### config.mk
export PLATFORM = sky130hd
export DESIGN_NAME = pmu_dual_counter
export DESIGN_NICKNAME = d
export VERILOG_FILES = /design/src/rtl/pmu_pkg.sv /design/src/rtl/pmu_event_sel.sv /design/src/rtl/pmu_counter.sv /design/src/rtl/pmu_dual_counter.sv
export SDC_FILE = /design/constraint.sdc
export NUM_CORES = 1
export LEC_CHECK = 0
export BUFFER_PORTS_ARGS = -buffer_cell sky130_fd_sc_hd__buf_2
export CAP_MARGIN = 20
export CORE_MARGIN = 2
export CORE_UTILIZATION = 30
export CTS_CLUSTER_SIZE = 20
export DETAILED_ROUTE_END_ITERATION = 16
export GPL_TIMING_DRIVEN = 0
export PLACE_DENSITY = 0.45
export SYNTH_ARGS = -nofsm -noshare
export SYNTH_HDL_FRONTEND = slang
export SYNTH_HIERARCHICAL = 1
export SYNTH_SLANG_ARGS = --single-unit
### constraint.sdc
create_clock -name clk_i -period 4.4 [get_ports clk_i]
set_clock_uncertainty 0.05 [all_clocks]
set_input_delay 0.22 -clock clk_i [delete_from_list [all_inputs] [get_ports clk_i]]
set_output_delay 0.22 -clock clk_i [all_outputs]
set_load 0.01 [all_outputs]
### src/rtl/pmu_pkg.sv
package pmu_pkg;
   localparam int SEL_W    = 6;
   localparam int NEV      = 2 ** SEL_W;
   localparam int CR_W     = 16;
   localparam int B_CLKSEL = 8;
   localparam int B_CLR    = 13;
   localparam int B_START  = 14;
   localparam int B_EN     = 15;

   typedef struct packed {
      logic             en;
      logic             start;
      logic             clksel;
      logic [SEL_W-1:0] code;
   } pmu_ctrl_t;

   // sparse assignment of event codes
   function automatic logic code_assigned(input logic [SEL_W-1:0] c);
      return (c >= 6'h01 && c <= 6'h0B) || (c >= 6'h0D && c <= 6'h1A) ||
             (c >= 6'h21 && c <= 6'h25) || (c >= 6'h27 && c <= 6'h29);
   endfunction

   function automatic logic [CR_W-1:0] ctrl_image(input pmu_ctrl_t c);
      logic [CR_W-1:0] v;
      v              = '0;
      v[B_EN]        = c.en;
      v[B_START]     = c.start;
      v[B_CLKSEL]    = c.clksel;
      v[SEL_W-1:0]   = c.code;
      return v;
   endfunction
endpackage

### src/rtl/pmu_event_sel.sv
module pmu_event_sel
   import pmu_pkg::*;
(
   input  logic [NEV-1:0]   ev_i,
   input  logic [SEL_W-1:0] code_i,
   output logic             hit_o
);
   logic [NEV-1:0] live_mask;

   // one mask bit per code, fixed at elaboration
   for (genvar k = 0; k < NEV; k++) begin : g_mask
      assign live_mask[k] = code_assigned(SEL_W'(k));
   end

   assign hit_o = ev_i[code_i] & live_mask[code_i];

   always_comb begin
      if (hit_o) assert_unassigned_quiet_R3 : assert (code_assigned(code_i));
   end
endmodule

### src/rtl/pmu_counter.sv
module pmu_counter
   import pmu_pkg::*;
#(
   parameter int CNT_W  = 48,
   parameter int LO_W   = 32,
   parameter bit SHADOW = 1'b1
) (
   input  logic            clk_i,
   input  logic            rst_ni,
   input  logic [NEV-1:0]  ev_i,
   input  logic            ctrl_we_i,
   input  logic [CR_W-1:0] ctrl_wdata_i,
   input  logic            hi_rd_i,
   input  logic            lo_rd_i,
   output logic [CR_W-1:0] ctrl_rdata_o,
   output logic [31:0]     hi_rdata_o,
   output logic [31:0]     lo_rdata_o
);
   typedef logic [CNT_W-1:0] cnt_t;
   typedef logic [LO_W-1:0]  lo_t;

   pmu_ctrl_t ctrl_q;
   cnt_t      cnt_q;
   logic      ev_hit, run, clr_w;
   logic      unused_wbits;

   assign unused_wbits = ^{ctrl_wdata_i[12:9], ctrl_wdata_i[7:6]};
   assign run   = ctrl_q.en & ctrl_q.start;
   assign clr_w = ctrl_we_i & ctrl_wdata_i[B_CLR];

   pmu_event_sel u_sel (
      .ev_i   (ev_i),
      .code_i (ctrl_q.code),
      .hit_o  (ev_hit)
   );

   always_ff @(posedge clk_i or negedge rst_ni) begin
      if (!rst_ni) begin
         ctrl_q <= '0;
      end else if (ctrl_we_i) begin
         ctrl_q.en     <= ctrl_wdata_i[B_EN];
         ctrl_q.start  <= ctrl_wdata_i[B_START];
         ctrl_q.clksel <= ctrl_wdata_i[B_CLKSEL];
         ctrl_q.code   <= ctrl_wdata_i[SEL_W-1:0];
      end
   end

   // clear outranks increment; R9: natural rollover
   always_ff @(posedge clk_i or negedge rst_ni) begin
      if (!rst_ni)            cnt_q <= '0;
      else if (clr_w)         cnt_q <= '0;
      else if (run && ev_hit) cnt_q <= cnt_q + 1'b1;
   end

   assign ctrl_rdata_o = ctrl_image(ctrl_q);
   assign hi_rdata_o   = 32'(cnt_q >> LO_W);

   if (SHADOW) begin : g_shadow
      lo_t  shadow_q;
      logic pend_q;

      always_ff @(posedge clk_i or negedge rst_ni) begin
         if (!rst_ni) begin
            shadow_q <= '0;
            pend_q   <= 1'b0;
         end else if (clr_w) begin
            pend_q   <= 1'b0;
         end else if (hi_rd_i) begin
            shadow_q <= cnt_q[LO_W-1:0];
            pend_q   <= 1'b1;
         end else if (lo_rd_i) begin
            pend_q   <= 1'b0;
         end
      end

      assign lo_rdata_o = 32'(pend_q ? shadow_q : cnt_q[LO_W-1:0]);

      assert_shadow_load_R7 : assert property (@(posedge clk_i) disable iff (!rst_ni)
         (hi_rd_i && !clr_w) |=> (shadow_q == $past(cnt_q[LO_W-1:0])) && pend_q);
   end else begin : g_live
      assign lo_rdata_o = 32'(cnt_q[LO_W-1:0]);
   end

   assert_clear_zero_R4 : assert property (@(posedge clk_i) disable iff (!rst_ni)
      clr_w |=> (cnt_q == '0));
   assert_hold_idle_R2 : assert property (@(posedge clk_i) disable iff (!rst_ni)
      (!run && !clr_w) |=> $stable(cnt_q));
   assert_step_one_R9 : assert property (@(posedge clk_i) disable iff (!rst_ni)
      !clr_w |=> (cnt_q == $past(cnt_q)) || (cnt_q == cnt_t'($past(cnt_q) + 1'b1)));
endmodule

### src/rtl/pmu_dual_counter.sv
module pmu_dual_counter
   import pmu_pkg::*;
#(
   parameter int CNT_W   = 48,
   parameter int LO_W    = 32,
   parameter int NUM_CTR = 2,
   parameter int AW      = 8,
   parameter bit SHADOW  = 1'b1
) (
   input  logic           clk_i,
   input  logic           rst_ni,
   input  logic [NEV-1:0] ev_i,
   input  logic           bus_space_i,
   input  logic [AW-1:0]  bus_addr_i,
   input  logic           bus_wr_i,
   input  logic           bus_rd_i,
   input  logic [15:0]    bus_wdata_i,
   output logic [31:0]    bus_rdata_o
);
   localparam int HI_W = CNT_W - LO_W;

   if (LO_W < 1 || LO_W > 32)        begin : g_bad_lo  $error("LO_W out of range"); end
   if (HI_W < 1 || HI_W > 16)        begin : g_bad_hi  $error("CNT_W - LO_W must be 1..16"); end
   if (NUM_CTR < 1 || NUM_CTR > 8)   begin : g_bad_n   $error("NUM_CTR must be 1..8"); end
   if (8 * NUM_CTR > 2 ** AW)        begin : g_bad_aw  $error("AW too narrow for map"); end

   logic [31:0] part [NUM_CTR];

   for (genvar i = 0; i < NUM_CTR; i++) begin : g_ctr
      logic            sel_c, sel_h, sel_l;
      logic [CR_W-1:0] c_rd;
      logic [31:0]     h_rd, l_rd;

      assign sel_c = !bus_space_i && (bus_addr_i == AW'(4 * i));
      assign sel_h =  bus_space_i && (bus_addr_i == AW'(8 * i));
      assign sel_l =  bus_space_i && (bus_addr_i == AW'(8 * i + 4));

      pmu_counter #(.CNT_W(CNT_W), .LO_W(LO_W), .SHADOW(SHADOW)) u_cnt (
         .clk_i        (clk_i),
         .rst_ni       (rst_ni),
         .ev_i         (ev_i),
         .ctrl_we_i    (bus_wr_i && sel_c),
         .ctrl_wdata_i (bus_wdata_i),
         .hi_rd_i      (bus_rd_i && sel_h),
         .lo_rd_i      (bus_rd_i && sel_l),
         .ctrl_rdata_o (c_rd),
         .hi_rdata_o   (h_rd),
         .lo_rdata_o   (l_rd)
      );

      assign part[i] = ({32{bus_rd_i && sel_c}} & {16'b0, c_rd}) |
                       ({32{bus_rd_i && sel_h}} & h_rd) |
                       ({32{bus_rd_i && sel_l}} & l_rd);

      assert_hi_upper_zero_R6 : assert property (@(posedge clk_i) disable iff (!rst_ni)
         (bus_rd_i && sel_h) |-> ((h_rd >> HI_W) == 32'd0));
      assert_clr_reads_zero_R4 : assert property (@(posedge clk_i) disable iff (!rst_ni)
         (bus_rd_i && sel_c) |-> !bus_rdata_o[B_CLR]);
   end

   always_comb begin
      bus_rdata_o = '0;
      for (int i = 0; i < NUM_CTR; i++) bus_rdata_o = bus_rdata_o | part[i];
   end

   assert_idle_rdata_R10 : assert property (@(posedge clk_i) disable iff (!rst_ni)
      !bus_rd_i |-> (bus_rdata_o == 32'd0));
endmodule

# Word-level counts from Yosys, hierarchy flattened
# Memories as Yosys holds them, arrays and structs flattened.
# Cells that the tools add are included.
[totals]
in_bits = 93
mem_count = 2
out_inout_bits = 32
rom_bits = 128
register_bits = 180
elab_cells = 84
[memory_table]
columns = ["memory", "depth", "word_bits", "read_ports", "rd_clocked_by_memory_dff", "write_ports", "line_no", "text"]
rows = [
  ["(no name shown)", 64, 1, 1, 0, 0, "pmu_event_sel.sv:15", "assign hit_o = ev_i[code_i] & live_mask[code_i];"],
  ["(no name shown)", 64, 1, 1, 0, 0, "pmu_event_sel.sv:15", ""],
]
[classes]
addsub = 2
magnitude_cmp = 2
n_bitwise = 19
reduce_logical = 24
muxes = 18
eq_ne = 3
[ops]
columns = ["op", "count"]
rows = [
  ["$mux 48", 4],
  ["$or 32x32->32", 5],
  ["$and 32x16->32", 4],
  ["$add 48x1->48 const B", 2],
  ["$and 32x32->32", 2],
  ["$mux 32", 2],
  ["$eq 8x4->1 const B", 2],
  ["$logic_and 1x1->1", 16],
  ["$lt 6x7->1 const B", 2],
  ["$bmux 1 s6", 2],
  ["$mux 1", 10],
  ["$eq 8x3->1 const B", 1],
  ["$logic_not 8->1", 1],
  ["$and 1x1->1", 6],
  ["$reduce_bool 3->1", 2],
  ["$reduce_and 2->1", 2],
  ["$reduce_bool 2->1", 2],
  ["$not 1->1", 2],
  ["$logic_not 1->1", 1],
]

# Logic depth before layout (Yosys ltp)
[depth]
word_depth = 7
mapped_depth = 14
depth_no_buf = 10

# Hierarchy
# Netlist, hierarchy kept.
[by_module_without_submodules]
columns = ["module", "seq_area_each_um2", "area_per_inst_um2", "cells_per_inst", "n_inst"]
rows = [
  ["pmu_counter at g_ctr[0].u_cnt", 2252.2, 4790.8, 448, 1],
  ["pmu_counter at g_ctr[1].u_cnt", 2252.2, 4745.8, 445, 1],
  ["pmu_dual_counter", 0.0, 1534.0, 184, 1],
  ["pmu_event_sel", 0.0, 491.7, 45, 2],
]

# Worst setup path before layout
# OpenSTA, ideal clock, no wires.
[synth_timing]
path_kind = "register to register"
from = "reg g_ctr[1].u_cnt.ctrl_q (netlist bit g_ctr[1].u_cnt/ctrl_rdata_o[1])"
to = "reg g_ctr[1].u_cnt.cnt_q[42]"
synth_period_minus_slack_ns = 3.233
setup_time_ns = 0.136
path_slack_ns = 1.167
path_stages_with_launch = 14
arrival_time_ns = 3.046
path_buffers = 3
required_time_ns = 4.214
path_cell_list = "dfrtp_1 buf_2 buf_2 nor2_1 o21ai_0 nand2_1 a221oi_1 a41o_1 a32o_1 nand3_1 or4_4 buf_2 o41ai_1 a21oi_1"
[synth_between]
elab_chain_len = 5
elab_cells_between_ends = 7
cone_classes = "mux: 3; bitwise: 1; reduce/logical: 2; memory: 1"
[synth_lines]
columns = ["element", "line_no", "text"]
rows = [
  ["from (decl)", "pmu_counter.sv:22", "pmu_ctrl_t ctrl_q;"],
  ["$mem_v2 64x1 / $bmux 1 s6 (equally long branches)", "n/a", ""],
  ["$mux 1 (implied by the code)", "pmu_event_sel.sv:15", ""],
  ["$and 1x1->1 *", "pmu_event_sel.sv:15", ""],
  ["via g_ctr[1].u_cnt.ev_hit", "pmu_counter.sv:24", "logic ev_hit, run, clr_w;"],
  ["$logic_and 1x1->1 *", "pmu_counter.sv:52", "else if (run && ev_hit) cnt_q <= cnt_q + 1'b1;"],
  ["$reduce_bool 2->1 (no line) *", "n/a", ""],
  ["to (signal assigned)", "pmu_counter.sv:52", ""],
  ["to (decl)", "pmu_counter.sv:23", "cnt_t cnt_q;"],
]
# The timed path passes the listed nets; every way through them passes the cells marked *. The select of a mux whose other input is x is not followed.
# A chain may end at the register's enable or synchronous reset.

# Worst setup path in the final report
[layout_timing]
from = "reg g_ctr[1].u_cnt.ctrl_q (netlist bit g_ctr[1].u_cnt/ctrl_rdata_o[1])"
to = "reg g_ctr[1].u_cnt.cnt_q[47]"
# The elaborated chain is that of the path after synthesis.

==> results.tsv <==
metric	value	unit
Int Power	2.62	mW
f_max	246	MHz
PortBufs	100	
Die Width	204	µm
sequential power share	0.470	
Layout Nets	1434	
Worst R2R Setup Slack	0.33	ns
Synth cell types	62	
Synth top area share	0.374	
total gr overflow	0	
Finished Cell Area	14100	µm²
Critical Path End Type	register	
# clock sinks	180	
sequential element share of the synthesized area	0.374	
outcome	finished, final reports clean	
Yosys warnings	6	
Layout area overhead	16.9	%
drt wl/cell	19.1	µm
CP Max Fanout	10	
Fillers	4052	
htree depth	4	
Total GRT Usage	0.174	
DR vias	9330	
share of cells above drive strength 1	0.348	
Iteration-0 DRC Markers	656	
vias in the first global route	8947	
HP Class	in2reg	
Net Sw Power	0.930	mW
synthesized flop and latch total	180	
vias per std cell	4.97	
FFs w/ async S/R, synth	1.00	
num ports	125	
CTS root buf	clkbuf_16	
top cells by area, synth	dfrtp_1 37%, mux2_2 18%, buf_4 4.9%	
Inserted Clock Buffers	17	
Core Area	39700	µm²
sw frac	0.262	
Clk pwr share	0.443	
maximum VDD drop	223	µV
1st-pass router iterations	5	
leakage	6.39	nW
crit path DAT	4.39	ns
Longest Clk Path Bufs	2	
DIE AREA	41800	µm²
Vert. Die Dim	204	µm
first-pass GRT wire length	55.0	mm
Post-synth EDFFs	0	
Power Density	252	nW/µm²
RSZ-0062 raised after global routing	no	
Tightest Pin Transition	0.918	ns
worst-skew pair later-pin latency	0.45	ns
CTS tree	yes	
minimum clock period	4.07	ns
Residual DRC	0	
Critical Path Source Type	register	
row cnt	73	
largest area contributor in the netlist	dfrtp_1	
dpl cell area	13400	µm²
Max Cap Viol	0	
# diodes	0	
Routed Antenna Nets	0	
hold violation count in the final report	0	
synthesized instance count	1167	
Most used DFF post-synth	dfrtp_1	
most frequent cells in the layout	193 x mux2_2, 180 x dfrtp_1, 118 x buf_2, 110 x nor2_1, 79 x buf_4	
clock slew seen by the registers of the worst setup and hold paths	0.08	ns
gp weighted congestion	0.818	
routed wire length	35.8	mm
final worst-path cycle share	0.925	
Worst Hold Slack	0.0479	ns
initial cell density of the core	0.303	
Syn Std Cell Area	12100	µm²
Post-DP HPWL	27.1	mm
antenna violations before repair	1	
commonest non-fill, non-tap cell in the layout	mux2_2	
Slew Viols, Final	0	
largest net degree at the start of global routing	102	
Syn Area/Cell	10.3	µm²
final setup vio count	0	
Rel. slew slack	0.383	
Combinational Power Share	0.087	
Setup CP Type	reg2reg	
post-CTS setup buffer count	0	
worst path required time	4.72	ns
[cell usage after synthesis, drive strengths merged (14+ instances only)]
| cell | instances |
|---|---|
| nand4 | 40 |
| inv | 16 |
| mux2 | 193 |
| o21ai | 29 |
| clkbuf | 28 |
| o22a | 16 |
| nor4 | 16 |
| a222oi | 14 |
| a21oi | 43 |
| buf | 122 |
| xnor2 | 25 |
| nand3 | 32 |
| nor2 | 110 |
| dfrtp | 180 |
| mux4 | 24 |
| or3 | 25 |
| nor3 | 22 |
| nand2 | 59 |
| mux2i | 39 |
| xor2 | 33 |
[worst paths after layout]
| check | start | to | depth (start not counted) |
|---|---|---|---|
| min in group asynchronous | rst_ni | g_ctr[1].u_cnt/g_shadow.shadow_q[16] | 2 |
| hold reg to reg | g_ctr[0].u_cnt/g_shadow.shadow_q[20] | g_ctr[0].u_cnt/g_shadow.shadow_q[20] | 1 |
| max in group asynchronous | rst_ni | g_ctr[0].u_cnt/g_shadow.shadow_q[23] | 3 |
| hold / removal | bus_wdata_i[8] | g_ctr[0].u_cnt/ctrl_rdata_o[8] | 2 |
| setup / recovery | g_ctr[1].u_cnt/ctrl_rdata_o[1] | g_ctr[1].u_cnt/cnt_q[47] | 14 |
| setup reg to reg | g_ctr[1].u_cnt/ctrl_rdata_o[1] | g_ctr[1].u_cnt/cnt_q[47] | 14 |
[cell families (layout without fill, tap and decap cells)]
group,after synthesis,after routing,share of synthesized area
buf+inv,166,307,0.0832
simple gates,370,370,0.165
compound gates,133,133,0.0750
other cells,2,46,0.000623
fa+ha+maj,2,2,0.00208
xor+xnor,58,58,0.0421
mux,256,256,0.258
flops,180,180,0.374
[state kept, by name, summed over array words and instances, names as in the netlist]
register / flops
g_ctr.u_cnt/g_shadow.pend_q: 2
g_ctr.u_cnt/cnt_q: 96
g_ctr.u_cnt/ctrl_rdata_o: 18
g_ctr.u_cnt/g_shadow.shadow_q: 64
[power groups by stage]
| stage | registers [mW] | logic [mW] | clock network, mW |
|---|---|---|---|
| 2_1_floorplan | 1.70 | 0.183 | 0 |
| 3_3_place_gp | 1.70 | 0.301 | 0 |
| 3_5_place_dp | 1.70 | 0.306 | 0 |
| 4_1_cts | 1.67 | 0.314 | 1.63 |
| 5_1_grt | 1.67 | 0.338 | 1.70 |
| 6_report | 1.67 | 0.309 | 1.57 |
[worst max-delay path: stages, from the launching register on]
cell and delay, ns:
dfrtp_1 0.37, buf_2 0.24, buf_2 0.29, nor2_1 0.06, o21ai_0 0.15, nand2_1 0.07, a221oi_1 0.29, a41o_1 0.28
a32o_2 0.33, and4_1 0.26, clkbuf_1 0.34, nand4_1 0.23, clkbuf_1 0.30, or4_1 0.55, a21oi_1 0.16
[layout make-up]
| cell class | instances | area (µm²) | area share |
|---|---|---|---|
| Multi-Input combinational cell | 865 | 6710 | 0.476 |
| Sequential cell | 180 | 4500 | 0.320 |
| Buffer | 149 | 940 | 0.0667 |
| Tap cell | 525 | 657 | 0.0466 |
| Timing Repair Buffer | 110 | 628 | 0.0446 |
| Clock buffer | 17 | 425 | 0.0302 |
| Clock inverter | 15 | 165 | 0.0117 |
| Inverter | 16 | 60.1 | 0.00426 |
[metal layers]
| layer | vias to the layer above | GRT usage | share of wire |
|---|---|---|---|
| met5 | - | 0 | 0 |
| li1 | 4510 | - | - |
| met4 | 0 | 0.0396 | 0.013 |
| met3 | 27 | 0.0282 | 0.029 |
| met2 | 140 | 0.272 | 0.47 |
| met1 | 4653 | 0.250 | 0.49 |
[stage by stage]
step / utilization / setup slack [ns] / TNS [ns] / power [mW] / instances
2_1_floorplan: - / 1.17 / 0 / 1.88 / 1211
3_3_place_gp: 0.337 / -0.269 / -42.85 / 2.00 / 1836
3_5_place_dp: 0.338 / 0.193 / 0 / 2.01 / 1837
4_1_cts: 0.355 / 0.155 / 0 / 3.61 / 1878
5_1_grt: 0.355 / 0.0492 / 0 / 3.70 / 1877
6_report: 0.355 / 0.328 / 0 / 3.55 / 1877
[repair_timing]
| item | in CTS | in global routing |
|---|---|---|
| hold endpoints to repair | 95 | 0 |
| hold buffers | 9 | 0 |
| resized for setup | 0 | 1 |
| setup endpoints to repair | 0 | 5 |
Note: power is estimated with default switching activity, not from simulation.
